File: src/rtl/trap_pkg.sv
`timescale 1ns/1ps
package trap_pkg;
  typedef enum logic [2:0] {
    EV_NONE,
    EV_BOOT,
    EV_IRQ,
    EV_EXC,
    EV_PRIV,
    EV_SYSCALL,
    EV_ERET
  } trap_ev_e;
endpackage

File: src/rtl/trap_arbiter.sv
`timescale 1ns/1ps
module trap_arbiter
  import trap_pkg::*;
(
  input  logic     clk_i,
  input  logic     rst_ni,
  input  logic     boot_i,
  input  logic     mode_i,
  input  logic     irq_i,
  input  logic     exc_i,
  input  logic     priv_op_i,
  input  logic     syscall_i,
  input  logic     eret_i,
  output trap_ev_e ev_o,
  output logic     priv_fault_o
);
  logic user_priv_viol;

  // return-from-trap is itself privileged
  assign user_priv_viol = !mode_i && (priv_op_i || eret_i);

  always_comb begin
    if (boot_i)                  ev_o = EV_BOOT;
    else if (irq_i && !mode_i)   ev_o = EV_IRQ;
    else if (exc_i)              ev_o = EV_EXC;
    else if (user_priv_viol)     ev_o = EV_PRIV;
    else if (syscall_i)          ev_o = EV_SYSCALL;
    else if (eret_i && mode_i)   ev_o = EV_ERET;
    else                         ev_o = EV_NONE;
  end

  assign priv_fault_o = (ev_o == EV_PRIV);

  // interrupts never taken in kernel mode
  a_r8_irq_masked_in_kernel: assert property (@(posedge clk_i) disable iff (!rst_ni)
    (ev_o == EV_IRQ) |-> !mode_i);

  // user-mode return becomes a privilege fault when nothing outranks it
  a_r6_user_eret_faults: assert property (@(posedge clk_i) disable iff (!rst_ni)
    (eret_i && !mode_i && !boot_i && !irq_i && !exc_i) |-> priv_fault_o);
endmodule

File: src/rtl/trap_ctx.sv
`timescale 1ns/1ps
module trap_ctx
  import trap_pkg::*;
#(
  parameter int                XLEN       = 32,
  parameter int                CAUSE_W    = 4,
  parameter int                INSN_BYTES = 4,
  parameter logic [XLEN-1:0]   KSTACK_TOP = 32'h0000_F000,
  parameter logic [CAUSE_W-1:0] PRIV_CAUSE = 4'hF
) (
  input  logic               clk_i,
  input  logic               rst_ni,
  input  trap_ev_e           ev_i,
  input  logic [XLEN-1:0]    pc_i,
  input  logic [XLEN-1:0]    sp_i,
  input  logic               sp_we_i,
  input  logic [CAUSE_W-1:0] exc_cause_i,
  input  logic [CAUSE_W-1:0] irq_cause_i,
  output logic               boot_o,
  output logic               mode_o,
  output logic [XLEN-1:0]    sp_o,
  output logic [CAUSE_W-1:0] cause_o,
  output logic [XLEN-1:0]    saved_pc_o
);
  localparam logic [XLEN-1:0] STEP = XLEN'(INSN_BYTES);

  logic               boot_q, mode_q, saved_mode_q;
  logic [XLEN-1:0]    sp_q, saved_sp_q, saved_pc_q;
  logic [CAUSE_W-1:0] cause_q;
  logic               is_trap;

  assign is_trap = (ev_i == EV_IRQ) || (ev_i == EV_EXC) ||
                   (ev_i == EV_PRIV) || (ev_i == EV_SYSCALL);

  always_ff @(posedge clk_i or negedge rst_ni) begin
    if (!rst_ni) begin
      boot_q       <= 1'b1;
      mode_q       <= 1'b1;
      sp_q         <= KSTACK_TOP;
      cause_q      <= '0;
      saved_mode_q <= 1'b0;
      saved_sp_q   <= '0;
      saved_pc_q   <= '0;
    end else begin
      boot_q <= 1'b0;
      if (is_trap) begin
        saved_mode_q <= mode_q;
        saved_sp_q   <= sp_q;
        // syscall returns past itself; others re-run the interrupted insn
        saved_pc_q   <= (ev_i == EV_SYSCALL) ? pc_i + STEP : pc_i;
        mode_q       <= 1'b1;
        sp_q         <= KSTACK_TOP;
        case (ev_i)
          EV_IRQ:  cause_q <= irq_cause_i;
          EV_EXC:  cause_q <= exc_cause_i;
          EV_PRIV: cause_q <= PRIV_CAUSE;
          default: cause_q <= cause_q;
        endcase
      end else if (ev_i == EV_ERET) begin
        mode_q <= saved_mode_q;
        sp_q   <= saved_sp_q;
      end else if (sp_we_i) begin
        sp_q <= sp_i;
      end
    end
  end

  assign boot_o     = boot_q;
  assign mode_o     = mode_q;
  assign sp_o       = sp_q;
  assign cause_o    = cause_q;
  assign saved_pc_o = saved_pc_q;

  // every trap lands in kernel mode on the kernel stack
  a_r2_trap_enters_kernel: assert property (@(posedge clk_i) disable iff (!rst_ni)
    is_trap |=> (mode_q && sp_q == KSTACK_TOP));

  // return restores the captured context
  a_r4_eret_restores: assert property (@(posedge clk_i) disable iff (!rst_ni)
    (ev_i == EV_ERET) |=> (mode_q == $past(saved_mode_q) && sp_q == $past(saved_sp_q)));

  // syscall leaves cause alone
  a_r2_syscall_keeps_cause: assert property (@(posedge clk_i) disable iff (!rst_ni)
    (ev_i == EV_SYSCALL) |=> $stable(cause_q));
endmodule

File: src/rtl/trap_redirect.sv
`timescale 1ns/1ps
module trap_redirect
  import trap_pkg::*;
#(
  parameter int              XLEN        = 32,
  parameter int              INSN_BYTES  = 4,
  parameter logic [XLEN-1:0] BOOT_ADDR   = 32'h0000_0100,
  parameter logic [XLEN-1:0] SYSCALL_VEC = 32'h0000_0200,
  parameter logic [XLEN-1:0] TRAP_VEC    = 32'h0000_0300
) (
  input  trap_ev_e        ev_i,
  input  logic [XLEN-1:0] pc_i,
  input  logic [XLEN-1:0] saved_pc_i,
  output logic [XLEN-1:0] pc_o,
  output logic            redirect_o
);
  localparam logic [XLEN-1:0] STEP = XLEN'(INSN_BYTES);

  always_comb begin
    redirect_o = 1'b1;
    unique case (ev_i)
      EV_BOOT:                 pc_o = BOOT_ADDR;
      EV_SYSCALL:              pc_o = SYSCALL_VEC;
      EV_IRQ, EV_EXC, EV_PRIV: pc_o = TRAP_VEC;
      EV_ERET:                 pc_o = saved_pc_i;
      default: begin
        pc_o       = pc_i + STEP;
        redirect_o = 1'b0;
      end
    endcase
  end
endmodule

File: src/rtl/trap_unit.sv
`timescale 1ns/1ps
module trap_unit
  import trap_pkg::*;
#(
  parameter int                 XLEN        = 32,
  parameter int                 CAUSE_W     = 4,
  parameter int                 INSN_BYTES  = 4,
  parameter logic [XLEN-1:0]    BOOT_ADDR   = 32'h0000_0100,
  parameter logic [XLEN-1:0]    SYSCALL_VEC = 32'h0000_0200,
  parameter logic [XLEN-1:0]    TRAP_VEC    = 32'h0000_0300,
  parameter logic [XLEN-1:0]    KSTACK_TOP  = 32'h0000_F000,
  parameter logic [CAUSE_W-1:0] PRIV_CAUSE  = 4'hF
) (
  input  logic               clk_i,
  input  logic               rst_ni,
  input  logic [XLEN-1:0]    pc_i,
  input  logic [XLEN-1:0]    sp_i,
  input  logic               sp_we_i,
  input  logic               syscall_i,
  input  logic               exc_i,
  input  logic [CAUSE_W-1:0] exc_cause_i,
  input  logic               irq_i,
  input  logic [CAUSE_W-1:0] irq_cause_i,
  input  logic               priv_op_i,
  input  logic               eret_i,
  output logic [XLEN-1:0]    pc_o,
  output logic               redirect_o,
  output logic [XLEN-1:0]    sp_o,
  output logic               mode_o,
  output logic [CAUSE_W-1:0] cause_o,
  output logic               priv_fault_o
);
  trap_ev_e        ev;
  logic            boot;
  logic [XLEN-1:0] saved_pc;

  trap_arbiter u_arb (
    .clk_i        (clk_i),
    .rst_ni       (rst_ni),
    .boot_i       (boot),
    .mode_i       (mode_o),
    .irq_i        (irq_i),
    .exc_i        (exc_i),
    .priv_op_i    (priv_op_i),
    .syscall_i    (syscall_i),
    .eret_i       (eret_i),
    .ev_o         (ev),
    .priv_fault_o (priv_fault_o)
  );

  trap_ctx #(
    .XLEN       (XLEN),
    .CAUSE_W    (CAUSE_W),
    .INSN_BYTES (INSN_BYTES),
    .KSTACK_TOP (KSTACK_TOP),
    .PRIV_CAUSE (PRIV_CAUSE)
  ) u_ctx (
    .clk_i       (clk_i),
    .rst_ni      (rst_ni),
    .ev_i        (ev),
    .pc_i        (pc_i),
    .sp_i        (sp_i),
    .sp_we_i     (sp_we_i),
    .exc_cause_i (exc_cause_i),
    .irq_cause_i (irq_cause_i),
    .boot_o      (boot),
    .mode_o      (mode_o),
    .sp_o        (sp_o),
    .cause_o     (cause_o),
    .saved_pc_o  (saved_pc)
  );

  trap_redirect #(
    .XLEN        (XLEN),
    .INSN_BYTES  (INSN_BYTES),
    .BOOT_ADDR   (BOOT_ADDR),
    .SYSCALL_VEC (SYSCALL_VEC),
    .TRAP_VEC    (TRAP_VEC)
  ) u_redir (
    .ev_i       (ev),
    .pc_i       (pc_i),
    .saved_pc_i (saved_pc),
    .pc_o       (pc_o),
    .redirect_o (redirect_o)
  );

  // a privilege fault always redirects to the trap vector
  a_r5_fault_redirects: assert property (@(posedge clk_i) disable iff (!rst_ni)
    priv_fault_o |-> (redirect_o && pc_o == TRAP_VEC));

  // no fault can be raised from kernel mode
  a_r5_no_fault_in_kernel: assert property (@(posedge clk_i) disable iff (!rst_ni)
    mode_o |-> !priv_fault_o);
endmodule

File: config.mk
export PLATFORM = sky130hd
export DESIGN_NAME = trap_unit
export DESIGN_NICKNAME = d
export VERILOG_FILES = /design/src/rtl/trap_pkg.sv /design/src/rtl/trap_arbiter.sv /design/src/rtl/trap_ctx.sv /design/src/rtl/trap_redirect.sv /design/src/rtl/trap_unit.sv
export SDC_FILE = /design/constraint.sdc
export NUM_CORES = 1
export LEC_CHECK = 0
export ABC_CLOCK_PERIOD_IN_PS = 3850
export BUFFER_PORTS_ARGS = -buffer_cell sky130_fd_sc_hd__buf_2
export CAP_MARGIN = 20
export CORE_ASPECT_RATIO = 1.25
export CORE_MARGIN = 4
export CORE_UTILIZATION = 40
export DETAILED_ROUTE_END_ITERATION = 10
export PLACE_DENSITY_LB_ADDON = 0.3
export SLEW_MARGIN = 20
export SYNTH_ARGS = -nofsm -noshare
export SYNTH_HDL_FRONTEND = slang
export SYNTH_HIERARCHICAL = 1
export SYNTH_SLANG_ARGS = --single-unit
export TNS_END_PERCENT = 100
File: constraint.sdc
create_clock -name clk_i -period 3.85 [get_ports clk_i]
set_input_delay 0.5775 -clock clk_i [delete_from_list [all_inputs] [get_ports clk_i]]
set_output_delay 0.5775 -clock clk_i [all_outputs]
set_load 0.03 [all_outputs]
==> results of run 1 <==
## where the power goes
part           total (mW)  switching [mW]  internal (mW)
registers            1.39           0.113           1.28
logic               0.710           0.463          0.246
clock network       0.964           0.418          0.546
## worst max path at each step
| stage | from | end | slack, ns | depth (start not counted) |
|---|---|---|---|---|
| after floorplan | u_ctx/mode_o | pc_o[11] | 0.13 | 8 |
| after global placement | priv_op_i | pc_o[25] | 0.49 | 9 |
| after detailed placement | priv_op_i | pc_o[20] | 0.49 | 9 |
| after CTS | u_ctx/mode_o | pc_o[20] | 0.25 | 8 |
| after global routing | u_ctx/mode_o | pc_o[29] | 0.11 | 8 |
| final | u_ctx/mode_o | pc_o[20] | 0.29 | 8 |
## kinds of logic after synthesis
kind of cell / Yosys count / share of synthesized area [%]
muxes: 40 / 6.59
DFF: 103 / 42.0
buffers and inverters: 57 / 4.21
xor gates and xnor gates: 23 / 3.27
adders and majority gates: 2 / 0.406
and+or+nand+nor: 360 / 28.0
AOI/OAI and AO/OA: 140 / 15.5
other: 1 / 0.0609
## metal layers
layer  global-route usage (%)  share of wire [%]  up-vias
met5                        0                  0        -
met1                     26.3                 46     2723
met3                     2.81                5.6       22
met2                     29.2                 46      175
met4                     6.14                2.0        0
li1                         -                  -     2865
## registers in the layout, indices dropped and copies added, names as in the netlist
signal              flops
u_ctx/saved_mode_q      1
u_ctx/cause_o           4
u_ctx/saved_pc_o       32
u_ctx/boot_o            1
u_ctx/saved_sp_q       32
u_ctx/mode_o            1
u_ctx/sp_o             32
## final cells by class
cell class / count / area [µm²]
clock buffers: 11 / 253
well taps: 182 / 228
multi-input cells: 566 / 3340
flip-flops and latches: 103 / 2580
repair buffers: 165 / 882
inverters: 10 / 37.5
fillers: 1446 / 7620
clock inverters: 5 / 62.6
## worst max-delay path, stage by stage (launching register included)
cell and delay (ns):
dfstp_2 0.60, nor2b_1 0.06, o311a_1 0.29, or3_2 0.52, nand2_2 0.08, inv_1 0.22, or4_1 0.57, nand3_1 0.09
buf_2 0.19
## synthesized netlist by cell type (7+ instances only)
cell type	number	share of area, %
nand2_1	177	11
dfrtp_1	97	39
nor2_1	61	3.7
o21ai_0	38	3.1
mux2i_1	36	5.9
clkbuf_1	35	2.1
a211oi_1	29	3.5
nand3_1	24	2.0
or4_1	22	2.7
a31oi_1	21	2.1
xnor2_1	20	2.8
nor3_1	15	1.2
o31ai_1	14	1.7
nand4_1	12	1.2
inv_1	10	0.61
o211ai_1	10	1.2
or3_1	7	0.71
## through the flow
| stage | cells | power [mW] | utilization (%) | setup slack, ns | hold WS, ns |
|---|---|---|---|---|---|
| after global placement | 1026 | 2.11 | 47.1 | 0.492 | 0.444 |
| final | 1042 | 3.06 | 49.2 | 0.287 | 0.266 |
| after floorplan | 726 | 1.85 | - | 0.127 | 0.282 |
| after CTS | 1042 | 3.11 | 49.2 | 0.251 | 0.444 |
| after global routing | 1042 | 3.25 | 49.2 | 0.110 | 0.328 |
| after detailed placement | 1026 | 2.13 | 47.1 | 0.487 | 0.451 |
==> results by group, run 1 <==
Run status
  • Status: finished clean

Placed design
  • RD Place Congestion: approximately 0.85
  • Buffers on Ports: 150
  • Half-perimeter wire length after placement: about 11000 µm
  • Placed Instance Area: about 0.0071 mm²

Clock tree
  • CTS sink cnt: between 100 and 150
  • Clk Latency, worst-skew pair: 0.35 ns
  • Max Root-Sink Buffers: 2
  • Postcts setup bufs: 0
  • Clock transition at the registers of the reported paths: 0.07 ns
  • CTS tree: done
  • Htree depth: 3
  • Hold_buf cts: 0
  • CTS buffer count: 9
  • CTS root buffer: clkbuf_16
  • Post-CTS resize count: 0

Worst setup path
  • Worst-path maximum fanout: 13
  • Setup CP Type: reg -> out
  • WP data required: between 3 and 4 ns
  • Critical path arrival: roughly 3 ns
  • R2r setup slk: 0.63 ns
  • Reg2reg path depth: 8
  • Crit start category: register
  • Worst r2r src: u_ctx/mode_o
  • R2r endpoint: u_ctx/saved_pc_o[24]
  • Crit. End Element: output port

Die
  • Row count: 50
  • Core area: around 0.015 mm²
  • Initial Util: between 40% and 50%
  • Die X: 119 µm
  • Die H: ~150 µm
  • Die area: between 0.015 and 0.02 mm²
  • Num ports: 151

Timing
  • RSZ-0062 raised after global routing: false
  • Clock Skew: between 0.005 and 0.006 ns
  • Final Hold Viols: 0
  • Pins Over Slew Limit: 0
  • Minimum clock period: ~3.6 ns
  • Fmax: ~280 MHz
  • Final setup viols: 0
  • Max_slew headroom: approximately 36%
  • Setup TNS: 0 ns
  • Worst-Margin Slew: 0.955 ns
  • Fin crit share: between 90 and 100%

Job
  • # Max-Cap Violations: 0

Routing
  • Via-to-Cell Ratio: about 5.6
  • Routed len/inst: between 15 and 20 µm
  • Post-route ant nets: 0
  • Total number of vias: 5785
  • Drt first pass iters: 5
  • Initial DRC Count: approximately 420
  • Final wirelength: ~16000 µm
  • DRC errors left: 0

Logic synthesis
  • Syn. warnings: 6
  • Syn Area/Cell: 8.48 µm²
  • Primary FF master, synth: dfrtp_1
  • Async S/R FF share, synth: 100%
  • Yosys reg bits: between 100 and 150
  • Syn Nets: ~810
  • Number of flops mapped to enable cells by yosys: 0
  • Register area share after synthesis: between 40% and 50%
  • Cell Area, Synth: a little over 0.006 mm²
  • Mapped Cells: approximately 730
  • Cell variety after synth: 62

Pwr
  • Leak pwr: 3.48 nW
  • Pwr dens: slightly above 400 mW/mm²
  • Peak VDD IR: ~0.00018 V

Cells and area
  • Most frequent cells in the layout: 177 x nand2_1, 149 x buf_2, 97 x dfrtp_1
  • Ratio of cells with drive above 1 in the final layout: 24.1%
  • NumNets Final: 937
  • Antenna Cells: 0
  • Commonest non-fill, non-tap cell in the layout: nand2_1
  • Final Instance Area: between 0.007 and 0.008 mm²
  • Area Growth Syn to Fin: 20.1%

Global route
  • Number of global-route vias before repair: around 5400
  • Largest net degree at the start of global routing: 90
  • First-pass GRT wire length: about 27000 µm
  • Total gr overflow: 0
  • Initial antenna violation count: 0
  • GRT Total Usage: 18.6%

Hold path
  • Hold crit path type: in -> async
No activity file was read; power rests on OpenSTA's default activity.
==> run 2: changes to the inputs <==
Settings changed: ABC_CLOCK_PERIOD_IN_PS 3850 to 4400, TNS_END_PERCENT 100 to 50.
Clock period 3.85 ns to 4.4 ns, I/O delays scaled along.
==> run 2 against run 1 <==
Sequential share of layout area is 0.20 points higher. Sequential power decreased by 12%. Clock power decreased by 15%. Worst setup slack better by 0.48 ns. Routed wire length up 1.3%. Combinational power down 13%. Total power decreased by 13%. Flip-flop and latch count is the same. Worst hold slack worse by 0.17 ns. Highest routed layer unchanged.
==> results by group, run 2 (synthesis gave the netlist of run 1 again) <==
Pwr
  • Switching Power: 0.865 mW (-13%)
  • Clock share of power: 30.8% (-0.7 points)
  • Pwr dens: 361 mW/mm² (-13%)
  • Power Internal: 1.79 mW (-13%)
  • Leak pwr: 3.46 nW (-0.74%)
  • Combinational group share of total power: 23.2% (about the same)
  • Flop pwr share: 46.0% (+0.6 points)
  • Peak VDD IR: 0.000175 V (-0.43%)
  • Sw Share: 32.6% (+0.13 points)

Clock tree
  • CTS tree: done
  • CTS buffer count: 9 (unchanged)
  • Post-CTS resize count: 0 (unchanged)
  • Clock transition at the registers of the reported paths: 0.07 ns (about the same)
  • CTS sink cnt: 103 (unchanged)
  • Postcts setup bufs: 0 (unchanged)
  • Htree depth: 3 (unchanged)
  • Hold_buf cts: 0 (unchanged)
  • Max Root-Sink Buffers: 2 (unchanged)
  • CTS root buffer: clkbuf_16
  • Clk Latency, worst-skew pair: 0.34 ns (about the same)

Die
  • Die X: 119 µm (unchanged)
  • Num ports: 151 (unchanged)
  • Die H: 147 µm (unchanged)
  • Die area: 0.0175 mm² (unchanged)
  • Row count: 50 (unchanged)
  • Core area: 0.0150 mm² (unchanged)
  • Initial Util: 41.0% (unchanged)

Timing
  • Final setup viols: 0 (unchanged)
  • RSZ-0062 raised after global routing: false
  • Setup TNS: 0 ns (unchanged)
  • Worst-Margin Slew: 0.945 ns (-0.00996 ns)
  • Fin crit share: 82.6%
  • Final Hold Viols: 0 (unchanged)
  • Clock Skew: 0.00731 ns (+0.00174 ns)
  • Fmax: 275 MHz
  • Max_slew headroom: 37.0% (+0.66 points)
  • Pins Over Slew Limit: 0 (unchanged)
  • Minimum clock period: about 3.6 ns

Cells and area
  • Layout Cells excl Fill: 1040 (-0.19%)
  • Antenna Cells: 0 (unchanged)
  • NumNets Final: 935 (-0.21%)
  • Commonest non-fill, non-tap cell in the layout: nand2_1
  • Area Growth Syn to Fin: 19.4%
  • Most frequent cells in the layout: 177 x nand2_1, 149 x buf_2, 97 x dfrtp_1
  • Ratio of cells with drive above 1 in the final layout: 23.8% (-0.29 points)

Placed design
  • RD Place Congestion: 0.802 (-5.9%)
  • Buffers on Ports: 150 (unchanged)
  • # placed instances: 1024 (-0.19%)
  • Half-perimeter wire length after placement: 11500 µm (+1.9%)

Worst setup path
  • Critical path arrival: 2.97 ns (-0.02 ns)
  • Crit start category: register
  • R2r setup slk: 1.19 ns (+0.56 ns)
  • Crit. End Element: output port
  • Setup CP Type: reg -> out
  • WP data required: 3.74 ns (+0.47 ns)
  • Worst-path maximum fanout: 12 (-1)

Routing
  • Routed len/inst: 15.7 µm (+1.5%)
  • Via-to-Cell Ratio: 5.48 (-1.3%)
  • Initial DRC Count: 419 (unchanged)
  • Total number of vias: 5701 (-1.5%)
  • Post-route ant nets: 0 (unchanged)
  • DRC errors left: 0 (unchanged)
  • Drt first pass iters: 7 (+2)
  • Final wirelength: 16300 µm (+1.3%)

Global route
  • First-pass GRT wire length: 26900 µm (-1.2%)
  • Number of global-route vias before repair: 5183 (-4.1%)
  • GRT Total Usage: 18.4% (-0.20 points)
  • Largest net degree at the start of global routing: 67 (-26%)
  • Total gr overflow: 0 (unchanged)
  • Initial antenna violation count: 0 (unchanged)

Run status
  • Status: finished clean

Hold path
  • Hold crit path type: in -> async

Job
  • # Max-Cap Violations: 0 (unchanged)
-- run 2: cell count changes in the layout (fill, tap and decap cells not counted) --
cell and change:
clkbuf_8 -1, clkinvlp_4 +1, clkinv_2 -1, buf_6 -1, inv_6 +1, inv_8 -1, clkbuf_1 +1, buf_12 -1
-- run 2: final cells by class --
cell class,instances,area (µm²)
inverter,10,37.5
fill,1470,7660
multi-input combinational,566,3340
timing repair buffer,163,851
tap,182,228
clock buffer,11,243
sequential,103,2580
clock inverter,5,62.6
-- run 2: per-stage QoR --
| step | setup slack, ns | hold slack, ns | util (%) | instance area, µm² | power (mW) |
|---|---|---|---|---|---|
| finish | 0.766 | 0.0981 | 49.0 | 7350 | 2.65 |
| global route | 0.593 | 0.0742 | 49.0 | 7350 | 2.81 |
| floorplan | 0.549 | 0.364 | - | 6160 | 1.62 |
| global placement | 0.884 | 0.445 | 46.9 | 7050 | 1.85 |
| CTS | 0.729 | 0.0823 | 49.0 | 7350 | 2.69 |
| detailed placement | 0.868 | 0.452 | 46.9 | 7050 | 1.86 |
-- run 2: worst paths after layout --
kind | startpoint | end | cells after the start
min in group clk_i | u_ctx/saved_sp_q[14] | u_ctx/saved_sp_q[14] | 2
worst max-delay path | u_ctx/mode_o | pc_o[29] | 8
worst min register to register | u_ctx/saved_sp_q[14] | u_ctx/saved_sp_q[14] | 2
worst min-delay path | rst_ni | u_ctx/sp_o[25] | 1
max in group asynchronous | rst_ni | u_ctx/saved_pc_o[25] | 2
worst max register to register | u_ctx/mode_o | u_ctx/saved_pc_o[24] | 7
-- run 2: routing by layer --
| layer | vias up | global-route usage [%] | share of wire, % |
|---|---|---|---|
| met1 | 2668 | 25.8 | 46 |
| met3 | 9 | 3.35 | 5.6 |
| met4 | 0 | 3.71 | 0.79 |
| met2 | 162 | 29.9 | 47 |
| li1 | 2862 | - | - |
| met5 | - | 0 | 0 |
-- run 2: power groups by stage --
stage / sequential [mW] / clock, mW / combinational [mW]
after global routing: 1.24 / 0.889 / 0.685
after detailed placement: 1.24 / 0 / 0.623
after floorplan: 1.30 / 0 / 0.319
final: 1.22 / 0.819 / 0.615
after CTS: 1.22 / 0.845 / 0.623
after global placement: 1.23 / 0 / 0.612
-- run 2: critical path, cell delays in order, from the launching register on --
cell and delay (ns):
dfstp_2 0.60, nor2b_1 0.06, o311a_1 0.30, or3_2 0.52, nand2_2 0.09, inv_1 0.20, or4_1 0.57, nand3_1 0.10
buf_2 0.19
==> run 3: changes to the inputs <==
Settings changed: ABC_CLOCK_PERIOD_IN_PS 4400 to 3200.
Clock period 4.4 ns to 3.2 ns, I/O delays scaled along.
==> run 3 against run 2 <==
Global-route usage increased by 1.2 points. The run now ends with negative setup slack left. Die area is the same. Critical endpoint is now pc_o[21]. Routed wire length is 2.6% higher.
==> results by group, run 3 (synthesis gave the netlist of run 1 again) <==
Cells and area
  • Ratio of cells with drive above 1 in the final layout: 27.8% (+4.0 points)
  • Antenna Cells: 0 (unchanged)
  • Final Instance Area: 0.00778 mm² (+5.9%)
  • Fillers: 1414 (-3.8%)
  • Area Growth Syn to Fin: 26.4%
  • Most frequent cells in the layout: 177 x nand2_1, 133 x buf_2, 97 x dfrtp_1
  • Commonest non-fill, non-tap cell in the layout: nand2_1
  • Final Util: 51.8% (+2.9 points)
  • NumNets Final: 958 (+2.5%)

Die
  • Initial Util: 41.0% (unchanged)
  • Core area: 0.0150 mm² (unchanged)
  • Die H: 147 µm (unchanged)
  • Row count: 50 (unchanged)
  • Num ports: 151 (unchanged)
  • Die area: 0.0175 mm² (unchanged)
  • Die X: 119 µm (unchanged)

Routing
  • Routed len/inst: 15.7 µm (+0.42%)
  • DRC errors left: 0 (unchanged)
  • Final wirelength: 16700 µm (+2.6%)
  • Total number of vias: 5895 (+3.4%)
  • Via-to-Cell Ratio: 5.55 (+1.2%)
  • Drt first pass iters: 5 (-2)
  • Initial DRC Count: 427 (+1.9%)
  • Post-route ant nets: 0 (unchanged)

Global route
  • Total gr overflow: 0 (unchanged)
  • Largest net degree at the start of global routing: 70 (+4.5%)
  • Number of global-route vias before repair: 5721 (+10%)
  • Initial antenna violation count: 0 (unchanged)
  • First-pass GRT wire length: 28500 µm (+6.2%)
  • GRT Total Usage: 19.6% (+1.2 points)

Clock tree
  • CTS root buffer: clkbuf_16
  • CTS sink cnt: 103 (unchanged)
  • CTS buffer count: 9 (unchanged)
  • CTS tree: done
  • Clock transition at the registers of the reported paths: 0.07 ns (about the same)
  • Max Root-Sink Buffers: 2 (unchanged)
  • Clk Latency, worst-skew pair: 0.34 ns (about the same)
  • Htree depth: 3 (unchanged)

Placed design
  • Half-perimeter wire length after placement: 11800 µm (+2.8%)
  • Buffers on Ports: 150 (unchanged)
  • RD Place Congestion: 0.836 (+4.3%)
  • Place WS: 0.0855 ns (-0.783 ns)
  • Placed Instance Area: 0.00734 mm² (+4.2%)

Run status
  • Status: finished, violations left
  • Failing checks: negative setup slack

Timing
  • Max_slew headroom: 36.0% (-0.98 points)
  • Fin crit share: 101%
  • RSZ-0062 raised after global routing: true
  • Fmax: 309 MHz
  • Minimum clock period: 3.23 ns
  • Final WS setup: -0.0323 ns (-0.798 ns)
  • Final setup viols: 5 (+5)
  • Final Hold Viols: 0 (unchanged)
  • Pins Over Slew Limit: 0 (unchanged)
  • Clock Skew: 0.0102 ns (+0.00289 ns)
  • Worst-Margin Slew: 0.960 ns (+0.0147 ns)
  • WHS: 0.0836 ns (-0.0145 ns)

Worst setup path
  • R2r setup slk: 0.24 ns (-0.95 ns)
  • Worst-path maximum fanout: 5 (-7)
  • Worst Setup SP: u_ctx/mode_o
  • R2r endpoint: u_ctx/saved_pc_o[26]
  • Worst r2r src: u_ctx/mode_o
  • Reg2reg path depth: 9 (+2)
  • Worst setup endpoint: pc_o[21]
  • Crit start category: register
  • Setup CP Type: reg -> out
  • Crit. End Element: output port
  • WP data required: 2.72 ns (-1.02 ns)
  • Critical path arrival: 2.75 ns (-0.22 ns)

Pwr
  • Leak pwr: 3.62 nW (+4.8%)
  • Pwr dens: 467 mW/mm² (+29%)
  • Peak VDD IR: 0.000194 V (+11%)

Job
  • # Max-Cap Violations: 0 (unchanged)

Hold path
  • Hold crit path type: in -> async
[run 3: changes by cell type in the layout (fill, tap and decap cells not counted), sizes merged]
cell | previous run | this run
buf | 163 | 185
clkinv | 0 | 2
inv | 12 | 11
clkbuf | 11 | 10
bufinv | 1 | 0
clkinvlp | 2 | 4
[run 3: repair_timing]
action	in CTS	in global routing
endpoints found under the setup margin	30	27
gates cloned	1	0
setup buffers	3	0
pin swaps	8	3
hold buffers	0	0
resized for setup	31	7
[run 3: worst min-delay path by stage]
| stage | start | endpoint | slack (ns) | cells after the start |
|---|---|---|---|---|
| floorplan | rst_ni | u_ctx/cause_o[0] | 0.18 | 0 |
| global placement | u_ctx/saved_sp_q[15] | u_ctx/saved_sp_q[15] | 0.44 | 2 |
| detailed placement | u_ctx/saved_sp_q[4] | u_ctx/saved_sp_q[4] | 0.46 | 2 |
| CTS | rst_ni | u_ctx/sp_o[25] | 0.09 | 1 |
| global route | rst_ni | u_ctx/sp_o[24] | 0.11 | 1 |
| finish | rst_ni | u_ctx/sp_o[25] | 0.08 | 1 |
[run 3: per-layer routing]
metal	track usage [%]	part of all wire, %	vias to the layer above
met2	31.7	48	192
met1	26.7	45	2775
li1	-	-	2910
met3	3.16	5.3	18
met4	6.61	1.8	0
met5	0	0	-
[run 3: worst max-delay path: stages (launching register included)]
cell and delay, ns:
dfstp_2 0.58, nor2b_1 0.06, o311a_1 0.31, or3_4 0.42
nand2_8 0.12, clkinvlp_4 0.18, or4_4 0.52, nand3_2 0.09
buf_6 0.13
[run 3: layout make-up]
type / instances / area [µm²] / share of cell area, %
Sequential cell: 103 / 2580 / 33.2
Timing Repair Buffer: 185 / 1130 / 14.5
Timing Repair inverter: 1 / 7.51 / 0.0965
Clock inverter: 6 / 55.1 / 0.707
Clock buffer: 10 / 229 / 2.94
Multi-Input combinational cell: 566 / 3500 / 45.0
Tap cell: 182 / 228 / 2.93
Inverter: 10 / 41.3 / 0.531
[run 3: through the flow]
step | setup TNS, ns | std cells | total power, mW
floorplan | -0.421 | 726 | 2.24
global placement | 0 | 1043 | 2.58
detailed placement | 0 | 1043 | 2.60
CTS | -0.306 | 1063 | 3.69
global route | -1.79 | 1063 | 3.87
finish | -0.0703 | 1063 | 3.63
[run 3: where the power goes]
| group | internal, mW | switching, mW |
|---|---|---|
| logic | 0.331 | 0.575 |
| registers | 1.54 | 0.139 |
| clock network | 0.542 | 0.508 |
| total | 2.41 | 1.22 |
